==> config.mk <==
export PLATFORM = sky130hd
export DESIGN_NAME = tod_regs
export DESIGN_NICKNAME = d
export VERILOG_FILES = /design/src/rtl/tod_pkg.sv /design/src/rtl/tod_live.sv /design/src/rtl/tod_shadow.sv /design/src/rtl/tod_rd_mux.sv /design/src/rtl/tod_regs.sv
export SDC_FILE = /design/constraint.sdc
export NUM_CORES = 1
export LEC_CHECK = 0
export ABC_AREA = 1
export BUFFER_PORTS_ARGS = -buffer_cell sky130_fd_sc_hd__buf_2
export CAP_MARGIN = 40
export CORE_ASPECT_RATIO = 2
export CORE_MARGIN = 3
export CORE_UTILIZATION = 41
export DETAILED_ROUTE_END_ITERATION = 8
export HOLD_SLACK_MARGIN = 0.06
export PLACE_DENSITY = 0.65
export RECOVER_POWER = 100
export SYNTH_ARGS = -nofsm -noshare
export SYNTH_HDL_FRONTEND = slang
export SYNTH_SLANG_ARGS = --single-unit
==> constraint.sdc <==
create_clock -name clk -period 2.33 [get_ports clk]
set_input_delay 0.233 -clock clk [delete_from_list [all_inputs] [get_ports clk]]
set_output_delay 0.233 -clock clk [all_outputs]
set_load 0.005 [all_outputs]
==> src/rtl/tod_pkg.sv <==
package tod_pkg;
  localparam int FIELD_W = 7;

  typedef struct packed {
    logic [FIELD_W-1:0] hr;
    logic [FIELD_W-1:0] mn;
    logic [FIELD_W-1:0] sc;
  } tod_time_t;

  typedef enum logic [1:0] {
    SEL_SEC = 2'd0,
    SEL_MIN = 2'd1,
    SEL_HR  = 2'd2,
    SEL_NONE = 2'd3
  } tod_sel_e;

  // Base-sixty BCD step: returns {carry, next value}
  function automatic logic [FIELD_W:0] sixty_step(input logic [FIELD_W-1:0] v);
    logic [FIELD_W:0] r;
    if (v == 7'h59)
      r = {1'b1, 7'h00};
    else if (v[3:0] == 4'd9)
      r = {1'b0, v[6:4] + 3'd1, 4'd0};
    else
      r = {1'b0, v[6:4], v[3:0] + 4'd1};
    return r;
  endfunction

  // Hours step in either format; bit 6 selects 12-hour mode and is kept
  function automatic logic [FIELD_W-1:0] hour_step(input logic [FIELD_W-1:0] h);
    logic [FIELD_W-1:0] r;
    if (h[6]) begin
      if (h[4:0] == 5'h12)
        r = {1'b1, h[5], 5'h01};
      else if (h[4:0] == 5'h11)
        r = {1'b1, ~h[5], 5'h12};
      else if (h[3:0] == 4'd9)
        r = {1'b1, h[5], 5'h10};
      else
        r = {1'b1, h[5], h[4], h[3:0] + 4'd1};
    end else begin
      if (h[5:0] == 6'h23)
        r = 7'h00;
      else if (h[3:0] == 4'd9)
        r = {1'b0, h[5:4] + 2'd1, 4'd0};
      else
        r = {1'b0, h[5:4], h[3:0] + 4'd1};
    end
    return r;
  endfunction
endpackage

==> src/rtl/tod_live.sv <==
module tod_live
  import tod_pkg::*;
#(
  parameter int ADDR_W = 2,
  parameter int DATA_W = 8
) (
  input  logic              clk,
  input  logic              rst_n,
  input  logic              tick,
  input  logic              wr_en,
  input  logic [ADDR_W-1:0] wr_addr,
  input  logic [DATA_W-1:0] wr_data,
  output tod_time_t         live
);
  tod_time_t live_q;
  logic [FIELD_W:0]   sec_next;
  logic [FIELD_W:0]   min_next;
  logic               sec_carry;
  logic               min_carry;
  logic               count_en;
  logic [FIELD_W-1:0] wr_field;

  assign wr_field  = wr_data[FIELD_W-1:0];
  assign count_en  = tick && !wr_en;
  assign sec_next  = sixty_step(live_q.sc);
  assign min_next  = sixty_step(live_q.mn);
  assign sec_carry = count_en && sec_next[FIELD_W];
  assign min_carry = sec_carry && min_next[FIELD_W];

  always_ff @(posedge clk or negedge rst_n) begin
    if (!rst_n) begin
      live_q <= '0;
    end else if (wr_en) begin
      case (tod_sel_e'(wr_addr))
        SEL_SEC: live_q.sc <= wr_field;
        SEL_MIN: live_q.mn <= wr_field;
        SEL_HR:  live_q.hr <= wr_field;
        default: ;
      endcase
    end else if (count_en) begin
      live_q.sc <= sec_next[FIELD_W-1:0];
      if (sec_carry) live_q.mn <= min_next[FIELD_W-1:0];
      if (min_carry) live_q.hr <= hour_step(live_q.hr);
    end
  end

  assign live = live_q;

  AST_SEC_WRAP: assert property (@(posedge clk) disable iff (!rst_n)
    (count_en && live_q.sc == 7'h59) |=> (live_q.sc == 7'h00));
  AST_MIN_CARRY: assert property (@(posedge clk) disable iff (!rst_n)
    (count_en && live_q.sc == 7'h59) |=> (live_q.mn != $past(live_q.mn)));
  AST_HOLD_IDLE: assert property (@(posedge clk) disable iff (!rst_n)
    (!tick && !wr_en) |=> $stable(live_q));
  AST_DAY_WRAP: assert property (@(posedge clk) disable iff (!rst_n)
    (min_carry && live_q.hr == 7'h23) |=> (live_q.hr == 7'h00));
  AST_PM_FLIP: assert property (@(posedge clk) disable iff (!rst_n)
    (min_carry && live_q.hr[6] && live_q.hr[4:0] == 5'h11)
      |=> (live_q.hr[5] != $past(live_q.hr[5])));
  AST_PM_KEEP: assert property (@(posedge clk) disable iff (!rst_n)
    (min_carry && live_q.hr[6] && live_q.hr[4:0] == 5'h12)
      |=> (live_q.hr[5] == $past(live_q.hr[5])));
  AST_WRITE_LOAD: assert property (@(posedge clk) disable iff (!rst_n)
    (wr_en && wr_addr == ADDR_W'(SEL_SEC)) |=> (live_q.sc == $past(wr_data[FIELD_W-1:0])));
endmodule

==> src/rtl/tod_shadow.sv <==
module tod_shadow
  import tod_pkg::*;
(
  input  logic      clk,
  input  logic      rst_n,
  input  logic      bus_start,
  input  tod_time_t live,
  output tod_time_t snap
);
  tod_time_t snap_q;
  logic      snap_take;

  assign snap_take = bus_start;

  always_ff @(posedge clk or negedge rst_n) begin
    if (!rst_n)         snap_q <= '0;
    else if (snap_take) snap_q <= live;
  end

  assign snap = snap_q;

  AST_SNAP_LOAD: assert property (@(posedge clk) disable iff (!rst_n)
    snap_take |=> (snap_q == $past(live)));
  AST_SNAP_HOLD: assert property (@(posedge clk) disable iff (!rst_n)
    !snap_take |=> $stable(snap_q));
endmodule

==> src/rtl/tod_rd_mux.sv <==
module tod_rd_mux
  import tod_pkg::*;
#(
  parameter int ADDR_W = 2,
  parameter int DATA_W = 8
) (
  input  tod_time_t         snap,
  input  logic [ADDR_W-1:0] addr,
  output logic [DATA_W-1:0] rd_data
);
  localparam int PAD_W = DATA_W - FIELD_W;

  always_comb begin
    case (tod_sel_e'(addr))
      SEL_SEC: rd_data = {{PAD_W{1'b0}}, snap.sc};
      SEL_MIN: rd_data = {{PAD_W{1'b0}}, snap.mn};
      SEL_HR:  rd_data = {{PAD_W{1'b0}}, snap.hr};
      default: rd_data = '0;
    endcase
  end

  always_comb begin
    AST_TOP_BIT_ZERO: assert (rd_data[DATA_W-1] == 1'b0);
  end
endmodule

==> src/rtl/tod_regs.sv <==
module tod_regs
  import tod_pkg::*;
#(
  parameter int ADDR_W = 2,
  parameter int DATA_W = 8
) (
  input  logic              clk,
  input  logic              rst_n,
  input  logic              tick,
  input  logic              bus_start,
  input  logic              wr_en,
  input  logic [ADDR_W-1:0] addr,
  input  logic [DATA_W-1:0] wr_data,
  output logic [DATA_W-1:0] rd_data
);
  tod_time_t live;
  tod_time_t snap;

  tod_live #(.ADDR_W(ADDR_W), .DATA_W(DATA_W)) u_live (
    .clk     (clk),
    .rst_n   (rst_n),
    .tick    (tick),
    .wr_en   (wr_en),
    .wr_addr (addr),
    .wr_data (wr_data),
    .live    (live)
  );

  tod_shadow u_shadow (
    .clk       (clk),
    .rst_n     (rst_n),
    .bus_start (bus_start),
    .live      (live),
    .snap      (snap)
  );

  tod_rd_mux #(.ADDR_W(ADDR_W), .DATA_W(DATA_W)) u_rd_mux (
    .snap    (snap),
    .addr    (addr),
    .rd_data (rd_data)
  );
endmodule

### Word level (Yosys, flattened, before mapping)

Cells that the tools add are included.

| word-level totals | value |
|---|---|
| register bits after elaboration | 42 |
| input port bits | 15 |
| output and inout port bits | 8 |

| cells by class | value |
|---|---|
| reductions and logical operators | 18 |
| bitwise gates (word level) | 1 |
| muxes and demuxes | 18 |
| add/subtract/negate cells | 6 |
| equality and inequality tests | 16 |

Operator list:

| cell | number |
|---|---|
| $mux W7 | 11 |
| $mux W21 | 2 |
| $pmux W7 S3 | 1 |
| $mux W8 | 2 |
| $eq A7 B7 Y1 const B | 2 |
| $add A4 B1 Y4 const B | 3 |
| $eq A4 B4 Y1 const B | 3 |
| $eq A5 B5 Y1 const B | 2 |
| $reduce_and A3 Y1 | 3 |
| $add A3 B1 Y3 const B | 2 |
| $eq A6 B6 Y1 const B | 1 |
| $mux W6 | 1 |
| $ne A2 B1 Y1 const B | 3 |
| $ne A3 B3 Y1 const B | 2 |
| $reduce_and A6 Y1 | 1 |
| $reduce_bool A2 Y1 | 3 |
| $reduce_bool A3 Y1 | 2 |
| $mux W5 | 1 |
| $ne A5 B5 Y1 const B | 1 |
| $reduce_and A5 Y1 | 1 |
| $reduce_and A4 Y1 | 1 |
| $reduce_bool A4 Y1 | 1 |
| $logic_and A1 B1 Y1 | 3 |
| $add A2 B1 Y2 const B | 1 |
| 6 further kinds | 6 |

### Depth between registers and ports, before layout

Gate-level depths: netlist of the first run.

| depth | value |
|---|---|
| depth after elaboration | 8 |
| mapped depth | 10 |
| gate-level depth less buffers | 10 |

### By module

A second synthesis of the first run with hierarchy kept.

| unflattened totals | value |
|---|---|
| cell total of the unflattened synthesis | 338 |
| area total of the unflattened synthesis | 2541.2 um2 |

Modules (own cells, without submodules):

| module | cells each | seq. area each (um2) | area each (um2) | instances |
|---|---|---|---|---|
| tod_live | 214 | 525.5 | 1557.7 | 1 |
| tod_shadow | 89 | 525.5 | 803.3 | 1 |
| tod_rd_mux | 35 | 0.0 | 180.2 | 1 |

### Worst setup path before layout of the first run

Ideal clock, no wire load.

| timing path | value |
|---|---|
| kind | register to register |
| start point | register u_live.live_q (netlist bit u_live.live[1]) |
| end point | register u_live.live_q (netlist bit u_live.live[19]) |
| data arrival time | 1212 ps |
| clock period less this slack | 1328 ps |
| setup slack | 1002 ps |
| stages on the path, launching flop included | 10 |
| data required time | 2214 ps |
| path through | dfrtp_1 -> inv_1 -> ha_1 -> nand2_1 -> nor2_2 -> nand3_1 -> nand2_4 -> nand3_1 -> nand2_1 -> nand2_1 |

| on the way | value |
|---|---|
| longest elaborated chain between the ends | 6 |

RTL lines:

| element | RTL line | text |
|---|---|---|
| from (decl) | tod_live.sv:15 | `tod_time_t live_q;` |
| $eq A7 B7 Y1 | tod_pkg.sv:20 | `if (v == 7'h59)` |
| $mux W8 | tod_pkg.sv:20 |  |
| $logic_and A1 B1 Y1 | tod_live.sv:27 | `assign sec_carry = count_en && sec_next[FIELD_W];` |
| $logic_and A1 B1 Y1 | tod_live.sv:28 | `assign min_carry = sec_carry && min_next[FIELD_W];` |
| $reduce_bool A2 Y1 (no source line) | - |  |
| $reduce_and A6 Y1 (no source line) | - |  |

No other way between the ends.
A chain may end at the register's enable or synchronous reset.

### Final worst setup path of the first run

| timing path | value |
|---|---|
| start point | register u_live.live_q (netlist bit u_live.live[1]) |
| end point | register u_live.live_q (netlist bit u_live.live[18]) |

| on the way | value |
|---|---|
| longest elaborated chain between the ends | 6 |

RTL lines:

| element | RTL line |
|---|---|
| $eq A7 B7 Y1 | tod_pkg.sv:20 |
| $mux W8 | tod_pkg.sv:20 |
| $logic_and A1 B1 Y1 | tod_live.sv:27 |
| $logic_and A1 B1 Y1 | tod_live.sv:28 |
| $reduce_bool A2 Y1 (no source line) | - |
| $reduce_and A5 Y1 (no source line) | - |

No other way between the ends.

==> results of run 1 <==
[critical path, cell delays in order, from the launching register on]
cell     delay, ps
dfrtp_1        420
inv_1           80
ha_1           150
nand2_1         50
nor2_1         280
nand3_1        140
nand2_1        270
inv_1          140
nor2_1         130
nand2_1         50
nand2_1         50
[cell usage in the layout (no fill, tap or decap)]
cell / n
xnor2_1: 2
nand3_1: 14
clkbuf_2: 3
ha_1: 9
nand2_2: 2
clkbuf_8: 5
clkbuf_1: 8
o211ai_1: 2
nor2_1: 32
buf_2: 11
nand2_1: 84
nor2_2: 2
nand4_1: 3
xor2_1: 5
a31oi_1: 3
o21ai_2: 1
dfrtp_1: 42
inv_2: 3
buf_1: 1
o21ai_4: 1
conb_1: 1
o21ai_0: 35
o221ai_1: 6
inv_1: 35
dlygate4sd3_1: 1
a21oi_1: 11
o21a_1: 2
[cells by family after synthesis]
group	count (synthesis)	share of synthesized area [%]
XOR/XNOR	7	2.62
buffers and inverters	47	8.18
AND/OR/NAND/NOR	137	24.1
other	1	0.160
flip-flops	42	44.9
adder cells (fa/ha/maj)	9	4.81
AO/OA/AOI/OAI	61	15.2
[stage by stage]
stage	utilization, %	setup WS (ps)	std cells	cell area (um^2)	hold WS, ps
finish	46.4	521	384	2530	256
global route	46.4	304	384	2530	265
CTS	47.1	625	384	2570	247
detailed placement	45.5	632	376	2490	94.8
global placement	45.1	664	375	2470	430
floorplan	-	1000	304	2340	-62.6
[metal layers]
| metal | share of wire, % | track usage, % | vias up |
|---|---|---|---|
| met5 | 0 | 0 | - |
| met4 | 3.4 | 10.4 | 0 |
| met3 | 2.9 | 3.77 | 15 |
| met2 | 54 | 31.2 | 29 |
| met1 | 40 | 19.6 | 889 |
| li1 | - | - | 1011 |
[timing repair]
action | CTS | global route
endpoints found under the hold margin | 42 | 0
resized for setup | 0 | 0
hold buffers | 1 | 0
[state kept, by name, indices dropped and copies added, names as in the netlist]
register	cells
u_shadow.snap	21
u_live.live	21
[final timing paths]
check | start | endpoint | slack (ps) | cells past startpoint
setup / recovery | u_live.live[1] | u_live.live[18] | 520 | 10
hold / removal | wr_data[6] | u_live.live[6] | 260 | 3
setup reg to reg | u_live.live[1] | u_live.live[18] | 520 | 10
hold reg to reg | u_shadow.snap[4] | u_shadow.snap[4] | 520 | 2
max in group asynchronous | rst_n | u_shadow.snap[8] | 800 | 3
min in group asynchronous | rst_n | u_live.live[19] | 360 | 2
[final cells by class]
class | instances | area share [%]
clock buffers | 7 | 3.01
repair buffers | 22 | 4.20
inverters | 38 | 5.63
multi-input cells | 215 | 42.7
flip-flops and latches | 42 | 41.5
well taps | 60 | 2.96
[power groups by stage]
stage | clock network (mW) | logic, mW | registers, mW
2_1_floorplan | 0 | 0.379 | 0.992
3_3_place_gp | 0 | 0.495 | 1.02
3_5_place_dp | 0 | 0.508 | 1.03
4_1_cts | 0.460 | 0.514 | 1.02
5_1_grt | 0.491 | 0.591 | 1.04
6_report | 0.446 | 0.494 | 1.02
==> results.sh, run 1 <==
export IMPL_clkTransAtPathRegs_ps=80
export IMPL_finalCritPeriodShare_pct=77.6
export IMPL_grt_max_degree=43
export IMPL_crit_path_start_kind="register"
export IMPL_ant_nets=0
export IMPL_critPathKind="register to register"
export IMPL_irDropWorstVdd_uv=476
export IMPL_cts_setup_buffers=0
export IMPL_crit_path_end_kind="register"
export IMPL_die_width_um=59.4
export IMPL_start_util_pct=42.8
export IMPL_grt_antenna_before_repair=0
export IMPL_core_area_um2=5470
export IMPL_gp_congestion=0.934
export IMPL_drc_errors=0
export IMPL_seq_area_um2=1050
export IMPL_synth_area_um2=2340
export IMPL_fill_cells=572
export IMPL_cp_max_fo=9
export IMPL_worst_pin_slew_ps=1530
export IMPL_cts_max_level=2
export IMPL_yosysTopAreaCell="dfrtp_1"
export IMPL_synth_cell_types=25
export IMPL_yosys_top_cells_area="dfrtp_1 45%, nand2_1 13%, o21ai_0 7.5%"
export IMPL_slew_violations=43
export IMPL_overflow=0
export IMPL_cts_num_sinks=42
export IMPL_multi_input_area_um2=1080
export IMPL_pwr_share_comb_pct=25.2
export IMPL_insertion_delay_ps=300
export IMPL_cp_arrival_ps=2050
export IMPL_rsz0062_at_grt="false"
export IMPL_syn_inst=304
export IMPL_grt_util_all_layers_pct=18.2
export IMPL_drive_gt1_share_pct=8.64
export IMPL_yosys_cell_count_top_type="nand2_1"
export IMPL_p_sw_mw=0.673
export IMPL_switching_share_pct=34.4
export IMPL_routed_via_density=5.06
export IMPL_die_y_um=113
export IMPL_synth_edf_count=0
export IMPL_drt_iter0_drc=54
export IMPL_area_growth_pct=8.28
export IMPL_fin_skew_ps=9.52
export IMPL_cts_buffer_depth=2
export IMPL_yosysWarnings=0
export IMPL_status="complete, but fails checks"
export IMPL_pwr_share_seq_pct=51.9
export IMPL_cts_tree="built"
export IMPL_drt_first_pass_iters=4
export IMPL_ys_seq_area_share_pct=44.9
export IMPL_post_dp_hpwl_mm=4.05
export IMPL_routed_wl_mm=5.25
export IMPL_die_area_um2=6710
export IMPL_p_int_mw=1.28
export IMPL_synth_seq_cells=42
export IMPL_avgSynthCellArea_um2=7.70
export IMPL_syn_nets=328
export IMPL_async_reset_ff_share_pct=100
export IMPL_cellPowerDensity_nw_per_um2=771
export IMPL_power_leakage_nw=1.25
export IMPL_finalHoldViolCount=0
export IMPL_io_buffers=20
export IMPL_wl_per_cell_um=13.7
export IMPL_fin_crit_ps=1810
export IMPL_clockPowerShare_pct=22.8
export IMPL_io_pins=23
export IMPL_antenna_cells=0
export IMPL_vias=1944
export IMPL_finalPower_mw=1.95
export IMPL_cts_buffers=5
export IMPL_max_slew_margin_pct=-1.98
export IMPL_timing_fmax_ghz=0.553
export IMPL_fin_nets=348
export IMPL_setup_tns_ps=0
export IMPL_required_ps=2570
export IMPL_synthFlopType="dfrtp_1"
export IMPL_std_cell_rows=38
export IMPL_cts_root_buf="clkbuf_8"
export IMPL_violations="max-capacitance violations, max-slew violations"
export IMPL_grt_pass1_vias=2032
export IMPL_hold_class="input pin to register"
export IMPL_maxCapViolCount=1
export IMPL_synth_common_cells="82 x nand2_1, 42 x dfrtp_1, 35 x o21ai_0"
export IMPL_setup_violations_final=0
export IMPL_synth_top_area_share_pct=44.9
export IMPL_grt_pass1_wl_mm=9.19
Note: power is estimated with default switching activity, not from simulation.
==> run 2, diff against run 1 <==
ABC_AREA = 0   (was 1)
clock period = 1.9 ns   (was 2.33 ns; I/O delays follow)
==> run 2 against run 1 <==
The run now ends clean. Synthesized cell count fell by 25%. First-iteration DRC count is 39% higher. Sequential share of layout area down 6.1 points. Hold slack got worse by 82 ps. Sequential cell count is the same. Largest cell class unchanged. Highest routed layer unchanged.
==> results.sh, run 2 <==
export IMPL_status="completed"
export IMPL_start_util_pct=42.3
export IMPL_gp_congestion=0.911
export IMPL_cp_arrival_ps=2070
export IMPL_cts_buffer_depth=2
export IMPL_syn_inst=229
export IMPL_cellPowerDensity_nw_per_um2=1080
export IMPL_multi_input_area_um2=1290
export IMPL_io_buffers=20
export IMPL_avgSynthCellArea_um2=10.6
export IMPL_ant_nets=0
export IMPL_holdPathEnd="u_live.live[20]"
export IMPL_drt_first_pass_iters=4
export IMPL_routed_wl_mm=6.13
export IMPL_drc_errors=0
export IMPL_antenna_cells=0
export IMPL_required_ps=2110
export IMPL_vias=1972
export IMPL_io_pins=23
export IMPL_cts_max_level=2
export IMPL_overflow=0
export IMPL_max_slew_margin_pct=19.8
export IMPL_setup_ws_ps=43.9
export IMPL_fill_cells=550
export IMPL_syn_nets=253
export IMPL_switching_share_pct=31.3
export IMPL_worstReg2RegStart="u_live.live[12]"
export IMPL_synth_common_cells="42 x dfrtp_1, 26 x mux2_2, 23 x nand2_1"
export IMPL_finalCritPeriodShare_pct=97.7
export IMPL_p_int_mw=2.21
export IMPL_synthFlopType="dfrtp_1"
export IMPL_drive_gt1_share_pct=31.8
export IMPL_yosysTopAreaCell="dfrtp_1"
export IMPL_clkTransAtPathRegs_ps=60
export IMPL_die_width_um=60.3
export IMPL_std_cell_rows=39
export IMPL_layout_common_cells="42 x dfrtp_1, 27 x buf_4, 26 x mux2_2"
export IMPL_drt_iter0_drc=75
export IMPL_p_sw_mw=1.01
export IMPL_synth_seq_cells=42
export IMPL_cts_buffers=5
export IMPL_fin_crit_ps=1860
export IMPL_core_area_um2=5710
export IMPL_layout_commonest_cell="dfrtp_1"
export IMPL_die_area_um2=6910
export IMPL_fin_skew_ps=4.67
export IMPL_grt_antenna_before_repair=0
export IMPL_clockPowerShare_pct=25.2
export IMPL_worst_pin_slew_ps=1200
export IMPL_power_leakage_nw=1.32
export IMPL_grt_util_all_layers_pct=20.2
export IMPL_maxCapViolCount=0
export IMPL_yosys_top_cells_area="dfrtp_1 44%, mux2_2 12%, ha_1 4.7%"
export IMPL_routed_via_density=5.78
export IMPL_seq_area_um2=1050
export IMPL_yosysWarnings=0
export IMPL_synth_edf_count=0
export IMPL_post_place_ws_ps=-93.9
export IMPL_ys_seq_area_share_pct=43.5
export IMPL_synth_cell_types=49
export IMPL_irDropWorstVdd_uv=893
export IMPL_hold_class="input pin to register"
export IMPL_rsz0062_at_grt="false"
export IMPL_wl_per_cell_um=18.0
export IMPL_setup_tns_ps=0
export IMPL_r2r_cells=7
export IMPL_fin_nets=304
export IMPL_area_growth_pct=22.9
export IMPL_synth_area_um2=2420
export IMPL_cts_root_buf="clkbuf_16"
export IMPL_grt_max_degree=43
export IMPL_timing_fmax_ghz=0.539
export IMPL_synth_top_area_share_pct=43.5
export IMPL_async_reset_ff_share_pct=100
export IMPL_grt_pass1_wl_mm=10.1
export IMPL_pwr_share_seq_pct=41.5
export IMPL_reg2reg_slack_ps=40
export IMPL_min_path_cells=2
export IMPL_yosys_cell_count_top_type="dfrtp_1"
export IMPL_cts_tree="built"
export IMPL_finalHoldViolCount=0
export IMPL_pwr_share_comb_pct=33.3
export IMPL_dpl_instance_area_um2=2820
export IMPL_crit_path_end_kind="register"
export IMPL_cp_max_fo=4
export IMPL_cts_num_sinks=42
export IMPL_critPathKind="register to register"
export IMPL_finalInstanceArea_um2=2970
export IMPL_min_from="wr_data[6]"
export IMPL_grt_pass1_vias=2132
export IMPL_setup_violations_final=0
export IMPL_die_y_um=115
export IMPL_slew_violations=0
export IMPL_post_dp_hpwl_mm=4.62
export IMPL_timing_rr_end="u_live.live[19]"
export IMPL_crit_path_start_kind="register"
export IMPL_insertion_delay_ps=290
-- run 2: cell count changes in the layout (fill, tap and decap cells not counted), sizes merged, moves of 10 or more --
cell	previous run	this run
buf	12	43
o21ai	37	20
nor2	34	2
a21oi	11	1
inv	38	12
mux2	0	27
nand2	86	23
-- run 2: critical path: stages, from the launching register on --
cell	delay, ps
dfrtp_1	370
inv_1	70
ha_2	170
nand2_2	60
or4_4	580
buf_6	140
a211oi_2	200
a2bb2oi_1	190
-- run 2: per-stage QoR --
stage | total power [mW] | hold WS [ps] | utilization (%) | std cells
floorplan | 1.92 | -106 | - | 229
CTS | 3.23 | 167 | 52.1 | 341
global placement | 2.36 | 295 | 49.4 | 332
finish | 3.21 | 174 | 52.0 | 341
global route | 3.42 | 175 | 52.0 | 341
detailed placement | 2.40 | 301 | 49.4 | 332
-- run 2: logic make-up (layout without fill, tap and decap cells) --
logic type / Yosys count / in the layout / share of synthesized area [%]
AOI/OAI and AO/OA: 63 / 63 / 18.9
adders and majority gates: 9 / 9 / 4.66
buffers and inverters: 26 / 77 / 4.30
DFF: 42 / 42 / 43.5
muxes: 35 / 35 / 15.9
other: 1 / 1 / 0.155
and+or+nand+nor: 53 / 53 / 12.6
-- run 2: worst max-delay path by stage --
| stage | from | to | slack [ps] | cells after the start |
|---|---|---|---|---|
| after global routing | u_live.live[12] | u_live.live[19] | 0.5 | 7 |
| after detailed placement | u_live.live[8] | u_live.live[19] | -90 | 7 |
| after global placement | u_live.live[8] | u_live.live[14] | -50 | 7 |
| after CTS | u_live.live[8] | u_live.live[19] | 1 | 7 |
| after floorplan | u_live.live[1] | u_live.live[18] | 8 | 7 |
| final | u_live.live[12] | u_live.live[19] | 40 | 7 |
-- run 2: power by group through the flow --
stage	clock network, mW	registers, mW	logic [mW]
finish	0.809	1.33	1.07
global route	0.857	1.37	1.20
CTS	0.835	1.32	1.07
detailed placement	0	1.34	1.06
global placement	0	1.33	1.03
floorplan	0	1.31	0.612
-- run 2: repair_timing --
item	4_1_cts	5_1_grt
resized for setup	1	10
hold buffers	1	0
gates cloned	0	0
pin swaps	0	2
setup buffers	1	0
endpoints found under the setup margin	6	6
hold endpoints to repair	42	0
-- run 2: area by class of cell --
class | instances | area share [%]
flip-flops and latches | 42 | 35.4
clock buffers | 7 | 4.47
multi-input cells | 161 | 43.4
inverters | 12 | 1.52
repair buffers | 58 | 12.6
well taps | 61 | 2.57
-- run 2: per-layer routing --
| metal | track usage [%] | routed length [um] | vias to the layer above |
|---|---|---|---|
| met2 | 35.3 | 3440 | 34 |
| li1 | - | - | 935 |
| met5 | 0 | 0 | - |
| met4 | 13.3 | 311 | 0 |
| met3 | 3.95 | 139 | 19 |
| met1 | 20.8 | 2240 | 984 |
